<file path="src/rtl/bas_pkg.sv">
// Package: shared types for the burst address sequence generator.
// Assumes: burst counter width fixed at two bits for four-beat bursts.
package bas_pkg;
    localparam int unsigned BEAT_W = 2;

    typedef enum logic {
        ORD_INTERLEAVE = 1'b0,
        ORD_LINEAR     = 1'b1
    } order_e;
endpackage

</file>
<file path="src/rtl/bas_load_reg.sv">
// Module: bas_load_reg
// Holds the start address and the counting order captured at each load.
// Assumes: load is the OR of all start strobes; reset is synchronous, active low.
module bas_load_reg
    import bas_pkg::*;
#(
    parameter int unsigned AW = 20
) (
    input  logic          clk,
    input  logic          rst_n,
    input  logic          load,
    input  logic [AW-1:0] addr_in,
    input  order_e        order_in,
    output logic [AW-1:0] base_q,
    output order_e        order_q
);
    // Capture the address and order on load; clear to interleaved on reset.
    always_ff @(posedge clk) begin
        if (!rst_n) begin
            base_q  <= '0;
            order_q <= ORD_INTERLEAVE;
        end else if (load) begin
            base_q  <= addr_in;
            order_q <= order_in;
        end
    end
endmodule

</file>
<file path="src/rtl/bas_beat_ctr.sv">
// Module: bas_beat_ctr
// Counts burst beats: clears on load, steps on advance, wraps naturally.
// Assumes: load has priority over advance.
module bas_beat_ctr #(
    parameter int unsigned BW = 2
) (
    input  logic          clk,
    input  logic          rst_n,
    input  logic          load,
    input  logic          adv,
    output logic [BW-1:0] beat_q
);
    // Beat register: reset and load clear it, advance increments modulo 2**BW.
    always_ff @(posedge clk) begin
        if (!rst_n) begin
            beat_q <= '0;
        end else if (load) begin
            beat_q <= '0;
        end else if (adv) begin
            beat_q <= beat_q + 1'b1;
        end
    end
endmodule

</file>
<file path="src/rtl/bas_order_map.sv">
// Module: bas_order_map
// Maps the start low bits and the beat index to the current low address bits.
// Assumes: purely combinational; the order is the value captured at load.
module bas_order_map
    import bas_pkg::*;
#(
    parameter int unsigned BW = 2
) (
    input  logic [BW-1:0] base_lo,
    input  logic [BW-1:0] beat,
    input  order_e        order,
    output logic [BW-1:0] lo_out
);
    logic [BW-1:0] lin_lo;
    logic [BW-1:0] ilv_lo;

    // Form both candidate sequences and select the captured one.
    always_comb begin
        lin_lo = base_lo + beat;
        ilv_lo = base_lo ^ beat;
        lo_out = (order == ORD_LINEAR) ? lin_lo : ilv_lo;
    end
endmodule

</file>
<file path="src/rtl/bas_burst_gen.sv">
// Module: bas_burst_gen (top)
// Generates a four-beat burst address sequence from a loaded start address.
// Either start strobe loads; advance steps the low bits in linear or
// interleaved order; the upper bits stay within the aligned block.
// Assumes: single rising-edge clock, synchronous active-low reset.
module bas_burst_gen
    import bas_pkg::*;
#(
    parameter int unsigned AW = 20
) (
    input  logic              clk,
    input  logic              rst_n,
    input  logic [AW-1:0]     addr_in,
    input  logic              start_cpu,
    input  logic              start_ctl,
    input  logic              adv,
    input  logic              lin_mode,
    output logic [AW-1:0]     addr_out,
    output logic [BEAT_W-1:0] beat
);
    localparam int unsigned BW = BEAT_W;
    localparam int unsigned UW = AW - BW;

    logic          load;
    order_e        order_in;
    order_e        order_q;
    logic [AW-1:0] base_q;
    logic [BW-1:0] beat_q;
    logic [BW-1:0] lo_bits;

    // Merge the strobes and decode the mode pin.
    always_comb begin
        load     = start_cpu | start_ctl;
        order_in = lin_mode ? ORD_LINEAR : ORD_INTERLEAVE;
    end

    bas_load_reg #(.AW(AW)) u_load (
        .clk      (clk),
        .rst_n    (rst_n),
        .load     (load),
        .addr_in  (addr_in),
        .order_in (order_in),
        .base_q   (base_q),
        .order_q  (order_q)
    );

    bas_beat_ctr #(.BW(BW)) u_ctr (
        .clk    (clk),
        .rst_n  (rst_n),
        .load   (load),
        .adv    (adv),
        .beat_q (beat_q)
    );

    bas_order_map #(.BW(BW)) u_map (
        .base_lo (base_q[BW-1:0]),
        .beat    (beat_q),
        .order   (order_q),
        .lo_out  (lo_bits)
    );

    generate
        if (UW > 0) begin : g_upper
            // Join the fixed upper bits with the sequenced low bits.
            always_comb addr_out = {base_q[AW-1:BW], lo_bits};
        end else begin : g_low_only
            // Address is no wider than the beat field.
            always_comb addr_out = lo_bits[AW-1:0];
        end
    endgenerate

    // Beat index leaves the block unchanged.
    always_comb beat = beat_q;
endmodule

</file>
<file path="config.mk">
export PLATFORM = sky130hd
export DESIGN_NAME = bas_burst_gen
export DESIGN_NICKNAME = d
export VERILOG_FILES = /design/src/rtl/bas_pkg.sv /design/src/rtl/bas_load_reg.sv /design/src/rtl/bas_beat_ctr.sv /design/src/rtl/bas_order_map.sv /design/src/rtl/bas_burst_gen.sv
export SDC_FILE = /design/constraint.sdc
export NUM_CORES = 1
export LEC_CHECK = 0
export ABC_AREA = 0
export BUFFER_PORTS_ARGS = -buffer_cell sky130_fd_sc_hd__buf_2
export CAP_MARGIN = 40
export CORE_MARGIN = 5
export CORE_UTILIZATION = 47
export DETAILED_ROUTE_END_ITERATION = 16
export HOLD_SLACK_MARGIN = 0.12
export PLACE_DENSITY = 0.91
export SYNTH_ARGS = -nofsm -noshare
export SYNTH_HDL_FRONTEND = slang
export SYNTH_HIERARCHICAL = 1
export SYNTH_SLANG_ARGS = --single-unit
export TNS_END_PERCENT = 20
</file>
<file path="constraint.sdc">
create_clock -name clk -period 2.1 [get_ports clk]
set_input_delay 0.21 -clock clk [delete_from_list [all_inputs] [get_ports clk]]
set_output_delay 0.21 -clock clk [all_outputs]
set_load 0.01 [all_outputs]
</file>
After elaboration in Yosys (flattened, before gate mapping):

Index checks and enable logic that the tools add are counted.

* add/sub/neg operators: 2
* mux-type cells: 2
* bitwise logic cells: 3
* reductions and logical operators: 1

Operators by type and width (count)
* $add A2 B1 Y2 const B: 1
* $add A2 B2 Y2: 1
* $mux W2: 1
* $reduce_or A2 Y1: 1
* $xor A2 B2 Y2: 1
* $mux W1: 1
* $not A1 Y1: 1
* $or A1 B1 Y1: 1

* flip-flop bits (word level): 23
* output and inout port bits: 22

Logic depth before layout (Yosys ltp):

* depth in word-level cells: 2
* depth in mapped cells: 5
* mapped depth without buffers: 3

Modules after synthesis:

Netlist, hierarchy kept.

By module, submodules not included
* bas_load_reg: instances 1, cells each 68, area each 820.8 sq um, sequential area each 420.4 sq um
* bas_beat_ctr: instances 1, cells each 8, area each 85.1 sq um, sequential area each 40.0 sq um
* bas_order_map: instances 1, cells each 4, area each 33.8 sq um, sequential area each 0.0 sq um
* bas_burst_gen: instances 1, cells each 1, area each 6.3 sq um, sequential area each 0.0 sq um

Worst setup path after synthesis:

No wires, ideal clock.

* kind: register to output
* start point: reg u_ctr.beat_q[0]
* end point: out addr_out[1]
* data arrival time: 0.877 ns
* data required time: 1.890 ns
* setup slack: 1.013 ns
* cell stages (with the launch flop): 4
* cell sequence: dfxtp_1 -> ha_1 -> nand2_1 -> xnor2_1

* longest elaborated chain between the ends: 2

RTL lines
* from (decl): line bas_beat_ctr.sv:11 `output logic [BW-1:0] beat_q`
* from (signal assigned): line bas_beat_ctr.sv:20 `beat_q <= beat_q + 1'b1;`
* $add A2 B2 Y2: line bas_order_map.sv:19 `lin_lo = base_lo + beat;`
* $mux W2: line bas_order_map.sv:21 `lo_out = (order == ORD_LINEAR) ? lin_lo : ilv_lo;`
* to (decl): line bas_burst_gen.sv:18 `output logic [AW-1:0] addr_out,`

Every way passes these cells.

Worst setup path in the final report:

Same ends and word-level chain as after synthesis.

==> metrics.md <==
| Metric | Value |
|---|---|
| Hold Slack | `about 0.16 ns` |
| Hold path endpoint | `u_load/base_q[15]$_SDFFE_PN0P_` |
| Clock Skews | `approximately 0.00002 ns` |
| Global Route Usage Sum | `a little over an eighth` |
| Status | `finished, final reports clean` |
| Gr busiest metal | `met2` |
| Worst reg2reg path startpoint | `u_ctr/beat_q[1]$_SDFFE_PP0P_` |
| DP HPWL | `1410 um` |
| Initial core utilization | `48.7%` |
| Hold WC Path Type | `in -> reg` |
| Antenna-violating nets left | `0` |
| RSZ-0062 raised after global routing | `no` |
| Hold Crit Depth | `3` |
| Reg2Reg Depth | `2` |
| Worst IR Drop VDD | `0.478 mV` |
| Die ar. | `0.00301 mm2` |
| WL/cell | `around 12 um` |
| Average size of a mapped cell | `11.7 um2` |
| Dpl cells | `151` |
| #FFs+latches synth | `23` |
| TritonCTS clock tree | `yes` |
| Crit. End Element | `output pin` |
| Kind of critical path | `reg -> out` |
| Filler instances | `approximately 180` |
| Routed wire length | `1800 um` |
| Commonest non-fill, non-tap cell in the layout | `buf_2` |
| Post-Syn Area | `946 um2` |
| Die Span X | `54.9 um` |
| Die Span Y | `54.9 um` |
| Slew Limit Fails | `0` |
| Io pins | `48` |
| Setup bufs post-CTS | `0` |
| Power density cells | `662 mW/mm2` |
| Layout cell share with drive strength beyond 1 | `40.6%` |
| Worst R2R Setup Slack | `1.32 ns` |
| Total clock sinks | `23` |
| Global Route met3 Usage | `4.36%` |
| Grt met1 use | `between 10% and 20%` |
| WP data required | `1.89 ns` |
| Final #Nets | `156` |
| Max FO, Critical Path | `5` |
| Finished Layout Cells | `155` |
| DRC errors left | `0` |
| CTS Buffer Depth | `2` |
| Setup_tns | `0 ns` |
| Storage cell area | `~460 um2` |
| Clock slew at reported path FFs | `0.11 ns` |
| Grt ovf | `0` |
| Met2 GRT Util | `21.1%` |
| Minimum clock period | `approximately 1.5 ns` |
| Hold-fix buffers, CTS | `0` |
| Area of the core | `0.00194 mm2` |
| H-Tree Depth | `1` |
| Register area share after synthesis | `48.7%` |
| Ant. Diodes | `0` |
| Hold_sp | `addr_in[15]` |
| Area Overhead vs Synth | `27.9%` |
| Area of the multi-input gates | `427 um2` |
| Final Power | `~0.8 mW` |
| Post-Syn Instances | `81` |
| Pin count of the biggest net entering global routing | `23` |
| Yosys cell types | `16` |
| CTS Buf Count | `3` |
| Max-Cap Viols | `0` |
| R2R Path End | `u_ctr/beat_q[1]$_SDFFE_PP0P_` |
| Placer Congestion | `about 0.7` |
| Rows | `16` |
| Number of global-route vias before repair | `672` |
| Hold Vio Cnt, Final | `0` |
| DRT Pass-1 Iters | `3` |
| Commonest non-fill, non-tap cells in the layout | `buf_2 (47), dfxtp_1 (23), mux2i_1 (21), nor2b_1 (21), clkbuf_4 (3)` |
| Port-buffer cells | `47` |
| Worst-margin pin slew | `0.619 ns` |
| Achievable clock frequency | `669 MHz` |
| First-pass GRT wire length | `2770 um` |
| Drt initial violations | `1` |
| Syn nets | `108` |
| Startpoint types | `flop` |
| Worst slew margin | `58.7%` |
| CP arrival | `1.28 ns` |
| Root buffer selected by CTS | `clkbuf_4` |
| CTS resizes | `0` |
| Final period util | `71.1%` |
| Leak | `0.670 nW` |
| Via-to-Cell Ratio | `4.46` |
| Clk Latency, worst-skew pair | `roughly 0.3 ns` |
| Final setup viols | `0` |
| Initial antenna violation count | `0` |
| Ys Warns | `6` |
| Via count | `around 690` |
-- report_power, final --
part	switching [mW]	total, mW	internal, mW
Clock	0.119	0.193	0.0739
Sequential	0.0128	0.476	0.463
Combinational	0.0601	0.132	0.0723
-- critical path, cell delays in order (launching register included) --
cell and delay, ns:
dfxtp_1 0.45, ha_1 0.19, nand2_1 0.06, xnor2_1 0.14
buf_2 0.15
-- per-stage QoR --
step | util, % | cell area, um2 | setup slack (ns)
2_1_floorplan | - | 946 | 1.01
3_3_place_gp | 59.5 | 1160 | 0.498
3_5_place_dp | 61.0 | 1180 | 0.692
4_1_cts | 62.3 | 1210 | 0.588
5_1_grt | 62.3 | 1210 | 0.517
6_report | 62.3 | 1210 | 0.606
-- state kept, by name, indices dropped and copies added, names as in the netlist --
register	flops
u_load/order_q	1
u_ctr/beat_q	2
u_load/base_q	20
-- routing by layer --
metal	share of wire [%]	routed length, um	up-vias
li1	-	-	359
met5	0	0	-
met2	43	783	37
met3	12	210	0
met1	45	810	295
met4	0	0	0
-- synthesized netlist by cell type, drive strengths merged --
cell	n	area [um2]
xnor2	2	17.5
a21oi	1	8.76
buf	3	51.3
ha	1	12.5
xor2	1	8.76
or2	1	6.26
nand3b	1	7.51
clkbuf	2	7.51
nor2	1	3.75
dfxtp	23	460
nand2b	1	6.26
mux2i	21	210
nor2b	21	131
nand2	1	3.75
a21bo	1	10.0
-- worst max-delay path by stage --
stage	startpoint	end	slack (ns)
global route	u_ctr/beat_q[0]$_SDFFE_PP0P_	addr_out[1]	0.52
detailed placement	start_ctl	u_load/base_q[0]$_SDFFE_PN0P_	0.69
global placement	start_cpu	u_load/base_q[8]$_SDFFE_PN0P_	0.50
floorplan	u_ctr/beat_q[0]$_SDFFE_PP0P_	addr_out[1]	1.01
CTS	u_ctr/beat_q[0]$_SDFFE_PP0P_	addr_out[1]	0.59
finish	u_ctr/beat_q[0]$_SDFFE_PP0P_	addr_out[1]	0.61
-- kinds of logic (layout without fill, tap and decap cells) --
family / Yosys count / in the layout / share of synthesized area, %
AND/OR/NAND/NOR: 26 / 26 / 16.8
flip-flops: 23 / 23 / 48.7
multiplexers: 21 / 21 / 22.2
buffers and inverters: 5 / 52 / 6.22
XOR/XNOR: 3 / 3 / 2.78
AO/OA/AOI/OAI: 2 / 2 / 1.98
adder cells (fa/ha/maj): 1 / 1 / 1.32
-- final cells by class --
| type | instances | share of cell area [%] |
|---|---|---|
| Tap cell | 27 | 2.79 |
| Timing Repair Buffer | 48 | 21.7 |
| Multi-Input combinational cell | 53 | 35.3 |
| Sequential cell | 23 | 38.1 |
| Clock buffer | 4 | 2.17 |
Note: power is estimated with default switching activity, not from simulation.
